### config.mk
export PLATFORM = sky130hd
export DESIGN_NAME = wave_player
export DESIGN_NICKNAME = d
export VERILOG_FILES = /design/src/rtl/wp_pkg.sv /design/src/rtl/wp_span_counter.sv /design/src/rtl/wp_word_latch.sv /design/src/rtl/wp_seq.sv /design/src/rtl/wave_player.sv
export SDC_FILE = /design/constraint.sdc
export NUM_CORES = 1
export LEC_CHECK = 0
export BUFFER_PORTS_ARGS = -buffer_cell sky130_fd_sc_hd__buf_4
export CAP_MARGIN = 10
export CORE_UTILIZATION = 30
export CTS_CLUSTER_SIZE = 12
export DETAILED_ROUTE_END_ITERATION = 7
export SLEW_MARGIN = 25
export SYNTH_ARGS = -nofsm -noshare
export SYNTH_HDL_FRONTEND = slang
export SYNTH_SLANG_ARGS = --single-unit
### constraint.sdc
create_clock -name clk -period 3.9 [get_ports clk]
set_clock_uncertainty 0.05 [all_clocks]
set_input_delay 0.195 -clock clk [delete_from_list [all_inputs] [get_ports clk]]
set_output_delay 0.195 -clock clk [all_outputs]
set_load 0.05 [all_outputs]
### src/rtl/wp_pkg.sv
package wp_pkg;

   typedef enum logic [2:0] {
      ST_IDLE,
      ST_FETCH,
      ST_FETCH_REL,
      ST_SEND,
      ST_SEND_REL,
      ST_GAP,
      ST_DONE
   } wp_state_e;

   localparam logic [1:0] REQ_NONE  = 2'b00;
   localparam logic [1:0] REQ_FETCH = 2'b01;
   localparam logic [1:0] REQ_SEND  = 2'b10;

endpackage

### src/rtl/wp_span_counter.sv
module wp_span_counter #(
   parameter int W        = 16,
   parameter bit SATURATE = 1'b1
) (
   input  logic         clk,
   input  logic         rst_n,
   input  logic         clr,
   input  logic [W-1:0] limit,
   output logic         reached
);
   localparam logic [W-1:0] CNT_MAX = {W{1'b1}};

   logic [W-1:0] cnt_q;
   logic [W:0]   cnt_next_ext;

   generate
      if (SATURATE) begin : g_sat
         always_ff @(posedge clk or negedge rst_n) begin
            if (!rst_n)                cnt_q <= '0;
            else if (clr)              cnt_q <= '0;
            else if (cnt_q != CNT_MAX) cnt_q <= cnt_q + 1'b1;
         end
      end else begin : g_wrap
         always_ff @(posedge clk or negedge rst_n) begin
            if (!rst_n)   cnt_q <= '0;
            else if (clr) cnt_q <= '0;
            else          cnt_q <= cnt_q + 1'b1;
         end
      end
   endgenerate

   // count of cycles including the current one, compared to the bound
   assign cnt_next_ext = {1'b0, cnt_q} + {{W{1'b0}}, 1'b1};
   assign reached      = cnt_next_ext >= {1'b0, limit};

endmodule

### src/rtl/wp_word_latch.sv
module wp_word_latch #(
   parameter int SAMPLE_W = 20,
   parameter bit SEL_BIT  = 1'b1
) (
   input  logic                clk,
   input  logic                rst_n,
   input  logic                capture,
   input  logic [SAMPLE_W-1:0] mem_word,
   output logic [SAMPLE_W:0]   dac_word
);
   logic [SAMPLE_W-1:0] sample_q;

   always_ff @(posedge clk or negedge rst_n) begin
      if (!rst_n)       sample_q <= '0;
      else if (capture) sample_q <= mem_word;
   end

   assign dac_word = {SEL_BIT, sample_q};

endmodule

### src/rtl/wp_seq.sv
module wp_seq
   import wp_pkg::*;
#(
   parameter int ADDR_W  = 12,
   parameter int TIMER_W = 16,
   parameter int WAIT_W  = 16
) (
   input  logic               clk,
   input  logic               rst_n,
   input  logic               run,
   input  logic               loop_en,
   input  logic [ADDR_W-1:0]  wave_len,
   input  logic [TIMER_W-1:0] gap_cycles,
   input  logic [WAIT_W-1:0]  send_limit,
   input  logic               ack,
   input  logic               gap_reached,
   input  logic               wait_reached,
   output logic [1:0]         req,
   output logic [ADDR_W-1:0]  sample_idx,
   output logic               ready,
   output logic               finished,
   output logic               start_pulse,
   output logic               wait_clr,
   output logic               capture,
   output logic [TIMER_W-1:0] gap_q,
   output logic [WAIT_W-1:0]  lim_q
);
   wp_state_e         state_q, state_d;
   logic [ADDR_W-1:0] cnt_q;
   logic [ADDR_W-1:0] len_q;
   logic              fin_q;
   logic              last;
   logic              launch;
   logic              advance;

   assign last = (cnt_q == (len_q - 1'b1));

   always_comb begin
      state_d = state_q;
      case (state_q)
         ST_IDLE:      if (run && !ack) state_d = ST_FETCH;
         ST_FETCH:     if (ack) state_d = ST_FETCH_REL;
         ST_FETCH_REL: if (!ack) state_d = run ? ST_SEND : ST_IDLE;
         ST_SEND:      if (ack || wait_reached) state_d = ST_SEND_REL;
         ST_SEND_REL: begin
            if (!ack) begin
               if (!run)                 state_d = ST_IDLE;
               else if (last && !loop_en) state_d = ST_DONE;
               else                      state_d = ST_GAP;
            end
         end
         ST_GAP: begin
            if (!run)             state_d = ST_IDLE;
            else if (gap_reached) state_d = ST_FETCH;
         end
         ST_DONE:      if (!run) state_d = ST_IDLE;
         default:      state_d = ST_IDLE;
      endcase
   end

   assign launch      = (state_q == ST_IDLE) && (state_d == ST_FETCH);
   assign advance     = (state_q == ST_SEND_REL) && (state_d == ST_GAP);
   assign start_pulse = (state_d == ST_FETCH) && (state_q != ST_FETCH);
   assign wait_clr    = (state_q != ST_SEND);
   assign capture     = (state_q == ST_FETCH) && ack;

   always_ff @(posedge clk or negedge rst_n) begin
      if (!rst_n) begin
         state_q <= ST_IDLE;
         cnt_q   <= '0;
         len_q   <= '0;
         gap_q   <= '0;
         lim_q   <= '0;
         fin_q   <= 1'b0;
      end else begin
         state_q <= state_d;
         fin_q   <= (state_d == ST_DONE);
         if (launch) begin
            cnt_q <= '0;
            len_q <= wave_len;
            gap_q <= gap_cycles;
            lim_q <= send_limit;
         end else if (advance) begin
            cnt_q <= last ? '0 : cnt_q + 1'b1;
         end
      end
   end

   always_comb begin
      case (state_q)
         ST_FETCH: req = REQ_FETCH;
         ST_SEND:  req = REQ_SEND;
         default:  req = REQ_NONE;
      endcase
   end

   assign sample_idx = cnt_q;
   assign ready      = (state_q == ST_IDLE);
   assign finished   = fin_q;

   AST_ACK_DROPS_REQ: assert property (@(posedge clk) disable iff (!rst_n)
      (req != REQ_NONE && ack) |=> (req == REQ_NONE));
   AST_NO_REQ_UNDER_ACK: assert property (@(posedge clk) disable iff (!rst_n)
      (req == REQ_NONE && ack) |=> (req == REQ_NONE));
   AST_IDX_STEP: assert property (@(posedge clk) disable iff (!rst_n)
      !$stable(cnt_q) |-> ((cnt_q == $past(cnt_q) + 1'b1) || (cnt_q == '0)));
   AST_IDX_BOUND: assert property (@(posedge clk) disable iff (!rst_n)
      (!ready && len_q != '0) |-> (cnt_q < len_q));
   AST_FIN_HOLD: assert property (@(posedge clk) disable iff (!rst_n)
      (finished && run) |=> finished);
   AST_GAP_RESPECTED: assert property (@(posedge clk) disable iff (!rst_n)
      (state_q == ST_GAP && !gap_reached) |=> (state_q != ST_FETCH));
   AST_TIMEOUT_DROP: assert property (@(posedge clk) disable iff (!rst_n)
      (state_q == ST_SEND && wait_reached && !ack) |=> (req == REQ_NONE));

endmodule

### src/rtl/wave_player.sv
module wave_player #(
   parameter int SAMPLE_W  = 20,
   parameter int ADDR_W    = 12,
   parameter int TIMER_W   = 16,
   parameter int WAIT_W    = 16,
   parameter bit SAT_TIMER = 1'b1
) (
   input  logic               clk,
   input  logic               rst_n,
   input  logic               run,
   input  logic               loop_en,
   input  logic [ADDR_W-1:0]  wave_len,
   input  logic [TIMER_W-1:0] gap_cycles,
   input  logic [WAIT_W-1:0]  send_limit,
   input  logic               ack,
   input  logic [SAMPLE_W-1:0] mem_word,
   output logic [1:0]         req,
   output logic [SAMPLE_W:0]  dac_word,
   output logic [ADDR_W-1:0]  sample_idx,
   output logic               ready,
   output logic               finished
);
   localparam int DAC_W = SAMPLE_W + 1;

   generate
      if (SAMPLE_W < 1) begin : g_bad_sample
         $error("SAMPLE_W must be at least 1");
      end
      if (ADDR_W < 1) begin : g_bad_addr
         $error("ADDR_W must be at least 1");
      end
      if (TIMER_W < 1 || WAIT_W < 1) begin : g_bad_timer
         $error("TIMER_W and WAIT_W must be at least 1");
      end
   endgenerate

   logic               start_pulse;
   logic               wait_clr;
   logic               capture;
   logic               gap_reached;
   logic               wait_reached;
   logic [TIMER_W-1:0] gap_q;
   logic [WAIT_W-1:0]  lim_q;
   logic [DAC_W-1:0]   word_w;

   wp_seq #(
      .ADDR_W (ADDR_W),
      .TIMER_W(TIMER_W),
      .WAIT_W (WAIT_W)
   ) u_seq (
      .clk         (clk),
      .rst_n       (rst_n),
      .run         (run),
      .loop_en     (loop_en),
      .wave_len    (wave_len),
      .gap_cycles  (gap_cycles),
      .send_limit  (send_limit),
      .ack         (ack),
      .gap_reached (gap_reached),
      .wait_reached(wait_reached),
      .req         (req),
      .sample_idx  (sample_idx),
      .ready       (ready),
      .finished    (finished),
      .start_pulse (start_pulse),
      .wait_clr    (wait_clr),
      .capture     (capture),
      .gap_q       (gap_q),
      .lim_q       (lim_q)
   );

   wp_span_counter #(
      .W       (TIMER_W),
      .SATURATE(SAT_TIMER)
   ) u_gap (
      .clk    (clk),
      .rst_n  (rst_n),
      .clr    (start_pulse),
      .limit  (gap_q),
      .reached(gap_reached)
   );

   wp_span_counter #(
      .W       (WAIT_W),
      .SATURATE(1'b1)
   ) u_wait (
      .clk    (clk),
      .rst_n  (rst_n),
      .clr    (wait_clr),
      .limit  (lim_q),
      .reached(wait_reached)
   );

   wp_word_latch #(
      .SAMPLE_W(SAMPLE_W),
      .SEL_BIT (1'b1)
   ) u_word (
      .clk     (clk),
      .rst_n   (rst_n),
      .capture (capture),
      .mem_word(mem_word),
      .dac_word(word_w)
   );

   assign dac_word = word_w;

   AST_WORD_STABLE: assert property (@(posedge clk) disable iff (!rst_n)
      req[1] |-> $stable(dac_word));
   AST_REQ_ONEHOT: assert property (@(posedge clk) disable iff (!rst_n)
      $onehot0(req));

endmodule

# Yosys cells after proc, flatten, opt, wreduce, memory -nomap -nowiden
# Index checks and enable logic that the tools add are counted.
totals:
  reg_bits: 112
  output_inout_bits: 37
  elab_cells: 64
classes:
  add_sub_neg: 6
  order_cmp: 2
  eq_ne: 14
  n_mux: 20
  n_reduce_logical: 13
op_table:
  columns: ["operator", "n"]
  rows:
  - ["$mux 16", 4]
  - ["$mux 12", 3]
  - ["$add 16x1->17 const B", 2]
  - ["$ge 17x16->1", 2]
  - ["$add 16x1->16 const B", 2]
  - ["$ne 16x16->1 const B", 2]
  - ["$mux 3", 9]
  - ["$pmux 3 s7", 1]
  - ["$eq 3x3->1 const B", 5]
  - ["$add 12x1->12 const B", 1]
  - ["$eq 12x12->1", 1]
  - ["$sub 12x1->12 const B", 1]
  - ["$eq 3x1->1 const B", 2]
  - ["$eq 3x2->1 const B", 2]
  - ["$logic_and 1x1->1", 6]
  - ["$reduce_bool 2->1", 3]
  - ["$mux 2", 2]
  - ["$pmux 2 s2", 1]
  - ["$logic_not 3->1", 1]
  - ["$ne 3x1->1 const B", 1]
  - ["$ne 3x2->1 const B", 1]
  - ["$logic_not 1->1", 2]
  - ["$logic_or 1x1->1", 1]

# Longest topological paths before layout
# Gate-level depths: netlist of run 1.
logic_depth:
  word_depth: 11
  mapped_depth: 16
  mapped_depth_nobuf: 15

# Cells and area by module
# A second synthesis of run 1 with hierarchy kept.
unflattened:
  cells_unflattened: 631
  area_unflattened_um2: 6685.2
by_module_without_submodules:
  columns: ["module", "instances", "cells_each", "area_per_inst_um2", "seq_area_each_um2"]
  rows:
  - ["wp_seq", 1, 273, 3161.8, 1501.4]
  - ["wp_span_counter (u_wait)", 1, 157, 1355.0, 400.4]
  - ["wp_span_counter (u_gap)", 1, 157, 1333.8, 400.4]
  - ["wp_word_latch", 1, 44, 834.6, 500.5]

# Least setup slack after synthesis of run 1
# Ideal clock, no wire load.
synth_timing:
  path_type: "register -> register"
  startpoint: "reg u_gap.cnt_q[0]"
  endpoint: "reg u_gap.cnt_q[10]"
  setup_ns: 0.121
  t_arrival_ns: 3.275
  slack_ns: 0.453
  path_stages_with_launch: 14
  path_buffers: 1
  period_less_slack_ns: 3.447
  path_cell_list: "dfrtp_1 > ha_1 > nand4_1 > nor3_1 > and3_1 > xor2_1 > ha_1 > nand3_1 > or4_1 > o221ai_1 > o211ai_2 > nor4b_4 > buf_4 > a21oi_2"
synth_between:
  elab_chain_len: 8
synth_rtl:
  columns: ["item", "line", "rtl"]
  rows:
  - ["start: declaration", "wp_span_counter.sv:13", "logic [W-1:0] cnt_q;"]
  - ["start signal: assignment", "wp_span_counter.sv:21", "else if (cnt_q != CNT_MAX) cnt_q <= cnt_q + 1'b1;"]
  - ["$add 16x1->17 *", "wp_span_counter.sv:33", "assign cnt_next_ext = {1'b0, cnt_q} + {{W{1'b0}}, 1'b1};"]
  - ["$ge 17x16->1 *", "wp_span_counter.sv:34", "assign reached = cnt_next_ext >= {1'b0, limit};"]
  - ["$mux 3 *", "wp_seq.sv:54", "else if (gap_reached) state_d = ST_FETCH;"]
  - ["$mux 3 *", "wp_seq.sv:53", "if (!run) state_d = ST_IDLE;"]
  - ["$pmux 3 s7 *", "wp_seq.sv:40", "case (state_q)"]
  - ["net u_seq.state_d[2]", "wp_seq.sv:28", "wp_state_e state_q, state_d;"]
  - ["$eq 3x1->1 *", "wp_seq.sv:63", "assign start_pulse = (state_d == ST_FETCH) && (state_q != ST_FETCH);"]
  - ["$logic_and 1x1->1 *", "wp_seq.sv:63", null]
  - ["$mux 16 / $reduce_bool 2->1 (equally long branches)", null, null]
# The timed path passes the listed nets; every way through them passes the cells marked *. The select of a mux whose other input is x is not followed.
# A chain may end at the register's enable or synchronous reset.

# Worst setup path after layout of run 1
layout_timing:
  startpoint: "reg u_gap.cnt_q[0]"
  endpoint: "reg u_gap.cnt_q[3]"
# The elaborated chain is that of the path after synthesis.

==> results of run 1 <==
per-stage QoR:
stage | hold WS (ns) | cell area, sq um
finish | 0.0128 | 8130
global route | 0.000133 | 8130
CTS | 0.000978 | 8100
detailed placement | 0.382 | 7400
global placement | 0.378 | 7400
floorplan | -0.151 | 6340
cell families (layout without fill, tap and decap cells):
| family | count (synthesis) | after routing | share of synthesized area (%) |
|---|---|---|---|
| and+or+nand+nor | 171 | 171 | 15.0 |
| DFF | 112 | 112 | 44.2 |
| AOI/OAI and AO/OA | 88 | 88 | 9.77 |
| buffers and inverters | 80 | 224 | 5.13 |
| muxes | 68 | 68 | 12.0 |
| xor gates and xnor gates | 49 | 49 | 6.77 |
| adders and majority gates | 36 | 36 | 7.10 |
| other | 1 | 1 | 0.0591 |
registers in the layout (all words and copies together) (netlist names):
signal            cells
u_word.sample_q      20
u_gap.cnt_q          16
u_seq.gap_q          16
u_seq.lim_q          16
u_wait.cnt_q         16
u_seq.len_q          12
u_seq.sample_idx     12
u_seq.state_q         3
u_seq.finished        1
power by group through the flow:
| stage | logic (mW) | clock network [mW] | registers [mW] |
|---|---|---|---|
| floorplan | 1.45 | 0 | 2.19 |
| global placement | 2.36 | 0 | 1.88 |
| detailed placement | 2.38 | 0 | 1.90 |
| CTS | 2.42 | 0.982 | 1.88 |
| global route | 2.63 | 1.02 | 1.95 |
| finish | 2.41 | 0.939 | 1.88 |
metal layers:
metal  part of all wire, %  routed length [microns]  up-vias  track usage [%]
met5                     0                        0        -                0
met4                   1.3                      180        0             4.12
met3                   5.4                      770       15             3.70
met2                    47                     6700      115             22.6
met1                    46                     6600     2288             17.8
li1                      -                        -     2397                -
layout by cell type, fill, tap and decap left out, types with 4 or more instances in the layout:
master           n
nand3_1         28
buf_4          112
xor2_1          23
clkbuf_16        9
a211oi_1         5
inv_1           54
dlygate4sd3_1   40
or2_2            5
nor3_1          11
and2_1           5
dfrtp_1        112
nor2b_1          4
mux2_2          65
or3_1            7
nand2_1         26
a22o_1           5
nand4_1         14
xnor2_1         26
nor2_1          33
a21oi_2         10
and3_1          10
a21o_1           5
nor4_1           5
ha_1            36
a21oi_1         37
area by class of cell:
cell class | count | area, sq um | area share, %
clock buffers | 9 | 225 | 2.77
clock inverters | 7 | 76.3 | 0.939
inverters | 54 | 203 | 2.49
multi-input cells | 413 | 3220 | 39.6
flip-flops and latches | 112 | 2800 | 34.5
well taps | 270 | 338 | 4.16
repair buffers | 154 | 1260 | 15.5
critical path, stage by stage, from the launching register on:
cell      delay [ns]
dfrtp_1         0.41
ha_1            0.25
nand4_1         0.18
nor3_1          0.28
and3_1          0.24
xor2_1          0.08
ha_1            0.29
nand3_1         0.09
or4_1           0.52
o221ai_1        0.22
o211ai_2        0.17
nor4b_4         0.24
buf_6           0.24
a21oi_1         0.10
worst min-delay path by stage:
stage | from | to | slack [ns] | cells after the start
2_1_floorplan | rst_n | u_gap.cnt_q[0] | -0.15 | 0
3_3_place_gp | rst_n | u_seq.len_q[5] | 0.38 | 1
3_5_place_dp | rst_n | u_seq.len_q[5] | 0.38 | 1
4_1_cts | wave_len[0] | u_seq.len_q[0] | 0.001 | 2
5_1_grt | mem_word[8] | u_word.sample_q[8] | 0.0001 | 2
6_report | wave_len[1] | u_seq.len_q[1] | 0.01 | 2
timing repair:
action	CTS	global route
hold buffers	39	1
setup endpoints to repair	0	16
endpoints found under the hold margin	93	1
buffers inserted	0	2
gates resized for setup	0	1
==> results.toml, run 1 <==
[critical_path]
rr_endpoint = "u_gap.cnt_q[3]"
crit_path_start_kind = "register"
crit_path_kind = "register to register"
worst_r2r_setup_slack_ns = 0.33
timing.rr.start = "u_gap.cnt_q[0]"
critical_path.startpoint = "u_gap.cnt_q[0]"
largest_fanout_on_the_critical_path = 16
worst-endpoint-arrival_ns = 3.71
worst_setup_path_end_kind = "register"
worstPathRequired_ns = 4.04
ff2ff_path_depth = 13
critPathCapture = "u_gap.cnt_q[3]"

[place]
placement.setup.worst_slack_ns = 0.283
number_of_placed_instances_with_taps_included = 961
globalplace.congestion = 0.774
placement.io_buffers = 104
detailed_place_hpwl_mm = 10.1

[floorplanning]
num_rows = 52
coreArea_sq_mm = 0.0205
floorplan.die_area_sq_mm = 0.0217
ios = 106
floorplan.initialDensity_pct = 30.9
die_width_microns = 147
fp.dieH_microns = 147

[power_and_ir_drop]
combinationalPowerShare_pct = 46.1
cellLeakagePower_nw = 3.88
ir_drop_mv = 0.427
power_frac_seq_pct = 36.0
p_switching_mw = 2.20
p_int_mw = 3.02
switching_share_pct = 42.1
clockPowerShare_pct = 18.0
power_per_cell_area_mw_per_mm2 = 643
total_power_mw = 5.22

[clocking]
htree_levels = 3
clock_tree_from_tritoncts = "yes"
clock_sink_count = 112
cts-buffers-inserted = 9
clock_insertion_delay_at_the_later_pin_of_the_skew_report_ns = 0.36
clock-root-buffer = "clkbuf_16"
cts_max_path_buffers = 2
cts.clk_slew.worst_paths_ns = 0.08

[yosys]
syn_nets = 710
ys_warnings = 0
synthTopCellsByCount = "112 x dfrtp_1, 65 x mux2_2, 54 x inv_1"
postSynthRegisterBits = 112
synth-edff-count = 0
yosys.cell_types.count = 62
synthMostInstantiatedCell = "dfrtp_1"
library_cell_with_the_largest_summed_area_after_synthesis = "dfrtp_1"
yosys_most_used_dff = "dfrtp_1"
postSynthAreaPerCell_sq_um = 10.5
synth_area_sq_mm = 0.00634
synthesis.instances = 605
synthTopCellsByArea = "dfrtp_1 44%, mux2_2 12%, ha_1 7.1%"
synth_largest_type_area_fraction_pct = 44.2
portion_of_the_post_synthesis_area_used_by_sequential_elements_pct = 44.2
fraction_of_synthesis_flops_using_an_asynchronous_set_or_reset_pin_pct = 100

[grt]
grt_overflow_total = 0
grt_start_max_net_pins = 78
first_global_vias = 4860
gr_usage_total_pct = 13.8
antenna_found_initial = 0
grt_first_pass_wirelength_mm = 24.0

[timing]
tightestPinTransition_ns = 1.00
timing.final.hold_violations = 0
relative_slew_margins_pct = 33.1
report.final.setup_viol = 0
max_freq_ghz = 0.280
fin_tns_setup_ns = 0
setup_ws_ns = 0.334
final_min_period_over_clock_period_pct = 91.4
rsz_0062_raised_after_global_routing = "no"
post_layout_minimum_cycle_time_ns = 3.57
report.final.slew_viol_count = 0

[layout]
synthesis_to_layout_area_growth_pct = 28.2
insertedDiodeCount = 0
layout_fillers = 2009
final_net_count = 849
final_cells = 1019
final_util_pct = 39.7
final_layout_size_suffix_gt1_share_pct = 29.9

[route]
drt_pre_antenna_iters = 4
drt-total-wl_mm = 14.2
drt-initial-drc-count = 156
detailroute.via_count = 4815
remaining_drc_errors = 0
ant_nets = 0
wl_per_cell_microns = 14.0
vias_per_cell = 4.73

[outcome]
result_of_the_run = "finished, final reports clean"

[worst_hold_path]
worstHoldPathType = "primary input to register"

[flow_run]
maxCapViolations = 0
Note: power is estimated with default switching activity, not from simulation.
==> inputs of run 2 (changes only) <==
Settings changed: CORE_ASPECT_RATIO from default to 0.6, CORE_UTILIZATION 30 to 55, CTS_BUF_LIST from default to sky130_fd_sc_hd__clkbuf_16, PLACE_DENSITY from default to 0.78.
==> run 2 against run 1 <==
Against the previous run:
- register-to-register slack got worse by 0.05 ns
- largest cell class unchanged
- largest power group unchanged
- fmax decreased by 1.5%
- critical endpoint is now u_gap.cnt_q[12]
- global-route usage increased by 11 points
- power increased by 1.3%
- flip-flop and latch count unchanged
- final cell count decreased by 17%
- hold slack improved by 0.0091 ns
- highest routed layer unchanged
- via count increased by 0.93%
- final area decreased by 6.8%
==> results.toml, run 2 (same netlist as run 1, synthesis figures left out) <==
[timing]
report.final.setup_viol = 0
final_min_period_over_clock_period_pct = 92.8
post_layout_minimum_cycle_time_ns = 3.62
timing.final.hold_violations = 0
report.final.slew_viol_count = 0
tightestPinTransition_ns = 0.940
max_freq_ghz = 0.276
relative_slew_margins_pct = 37.3
worst_hold_slack_ns = 0.0219

[layout]
final_cell_mix = "112 x buf_4, 112 x dfrtp_1, 65 x mux2_2"
synthesis_to_layout_area_growth_pct = 19.4
final_layout_size_suffix_gt1_share_pct = 31.4
final_util_pct = 69.6
largest_register = "u_word.sample_q"
final_net_count = 809
layout_fillers = 823
insertedDiodeCount = 0
largest_register_ff_count = 20

[place]
detailed_place_hpwl_mm = 10.3
globalplace.congestion = 0.915
placement.io_buffers = 104

[worst_hold_path]
beginning_of_the_worst_hold_path = "wave_len[10]"
worstHoldPathType = "primary input to register"
hold-path-endpoint = "u_seq.len_q[10]"
worstHoldPathCells = 2

[route]
drt_pre_antenna_iters = 5
ant_nets = 0
drt-initial-drc-count = 337
drt-total-wl_mm = 14.1
wl_per_cell_microns = 16.6
vias_per_cell = 5.74
detailroute.via_count = 4860
remaining_drc_errors = 0

[floorplanning]
num_rows = 29
fp.dieH_microns = 85.2
ios = 106
die_width_microns = 141
floorplan.initialDensity_pct = 58.3
floorplan.die_area_sq_mm = 0.0120
coreArea_sq_mm = 0.0109

[critical_path]
slowest_delay_ns = 0.54
ff2ff_path_depth = 13
crit_path_start_kind = "register"
timing.rr.start = "u_gap.cnt_q[0]"
worstPathRequired_ns = 4.02
crit_path_kind = "register to register"
worst_r2r_setup_slack_ns = 0.28
top_cell_by_count_worst_path = "ha_1"
worst_path_max_delay_cell = "or4_1"
rr_endpoint = "u_gap.cnt_q[12]"
worst_setup_path_end_kind = "register"
largest_fanout_on_the_critical_path = 16
worstPathCellList = "ha_1 -> nand4_1 -> nor3_2 -> and3_1 -> xor2_1 -> ha_1 -> nand3_1 -> or4_1 -> o221ai_1 -> o211ai_2 -> nor4b_4 -> buf_6 -> a211oi_1"
worst-endpoint-arrival_ns = 3.74

[power_and_ir_drop]
power_per_cell_area_mw_per_mm2 = 699
total_power_mw = 5.29
cellLeakagePower_nw = 3.72
ir_drop_mv = 0.552

[grt]
grt_start_max_net_pins = 62
antenna_found_initial = 0
first_global_vias = 4861
grt_overflow_total = 0
gr_usage_total_pct = 25.1
grt_first_pass_wirelength_mm = 23.7

[clocking]
clock_sink_count = 112
cts.clk_slew.worst_paths_ns = 0.07
clock_tree_from_tritoncts = "yes"
cts_max_path_buffers = 2
htree_levels = 3
cts-buffers-inserted = 9
clock-root-buffer = "clkbuf_16"
clock_insertion_delay_at_the_later_pin_of_the_skew_report_ns = 0.35

[outcome]
result_of_the_run = "finished, final reports clean"

[flow_run]
maxCapViolations = 0
## run 2: cell types whose count changed in the layout (fill, tap and decap cells not counted), sizes merged
cell and change:
clkinvlp -2, clkinv -1, dlygate4sd3 -39, buf -1, inv -1, bufinv +2
## run 2: critical path: cells and delay by family (launching register included)
family	cells	cell delay [ns]
and+or+nand+nor	6	1.60
adders and majority gates	2	0.57
AOI/OAI and AO/OA	3	0.49
DFF	1	0.40
buffers and inverters	1	0.24
xor gates and xnor gates	1	0.09
## run 2: worst max-delay path by stage
stage	startpoint	slack (ns)	end
floorplan	u_gap.cnt_q[0]	0.45	u_gap.cnt_q[10]
global placement	u_gap.cnt_q[0]	0.40	u_gap.cnt_q[12]
detailed placement	u_gap.cnt_q[0]	0.24	u_gap.cnt_q[12]
CTS	u_gap.cnt_q[0]	0.22	u_gap.cnt_q[12]
global route	u_gap.cnt_q[0]	-0.0008	u_gap.cnt_q[12]
finish	u_gap.cnt_q[0]	0.28	u_gap.cnt_q[12]
## run 2: metal layers
metal,track usage [%],vias up,share of wire [%]
met1,34.3,2352,46
met5,0,-,0
met3,7.39,17,8.2
met4,6.52,0,0.99
met2,39.2,181,45
li1,-,2310,-
## run 2: final cells by class
class | count | area (sq um) | share of cell area (%)
repair buffers | 114 | 862 | 11.4
inverters | 54 | 203 | 2.68
well taps | 139 | 174 | 2.30
multi-input cells | 413 | 3220 | 42.6
clock buffers | 9 | 225 | 2.97
clock inverters | 5 | 82.6 | 1.09
flip-flops and latches | 112 | 2800 | 37.0
## run 2: repair_timing
| action | in CTS | in global routing |
|---|---|---|
| hold endpoints to repair | 59 | 0 |
| hold buffers | 1 | 0 |
| resized for setup | 0 | 2 |
| buffers inserted | 0 | 1 |
| endpoints found under the setup margin | 0 | 16 |
## run 2: power breakdown
group          switching (mW)  leakage [nW]  internal [mW]
clock network           0.427         0.152          0.559
registers               0.338          1.42           1.56
logic                    1.42          2.15          0.992
total                    2.18          3.72           3.11
## run 2: metrics by stage
| step | TNS (ns) | instance area [sq um] | std cells | setup WS, ns |
|---|---|---|---|---|
| 2_1_floorplan | 0 | 6340 | 605 | 0.453 |
| 4_1_cts | 0 | 7560 | 845 | 0.220 |
| 5_1_grt | -0.000763 | 7570 | 846 | -0.000763 |
| 3_3_place_gp | 0 | 7240 | 830 | 0.404 |
| 3_5_place_dp | 0 | 7240 | 830 | 0.243 |
| 6_report | 0 | 7570 | 846 | 0.280 |
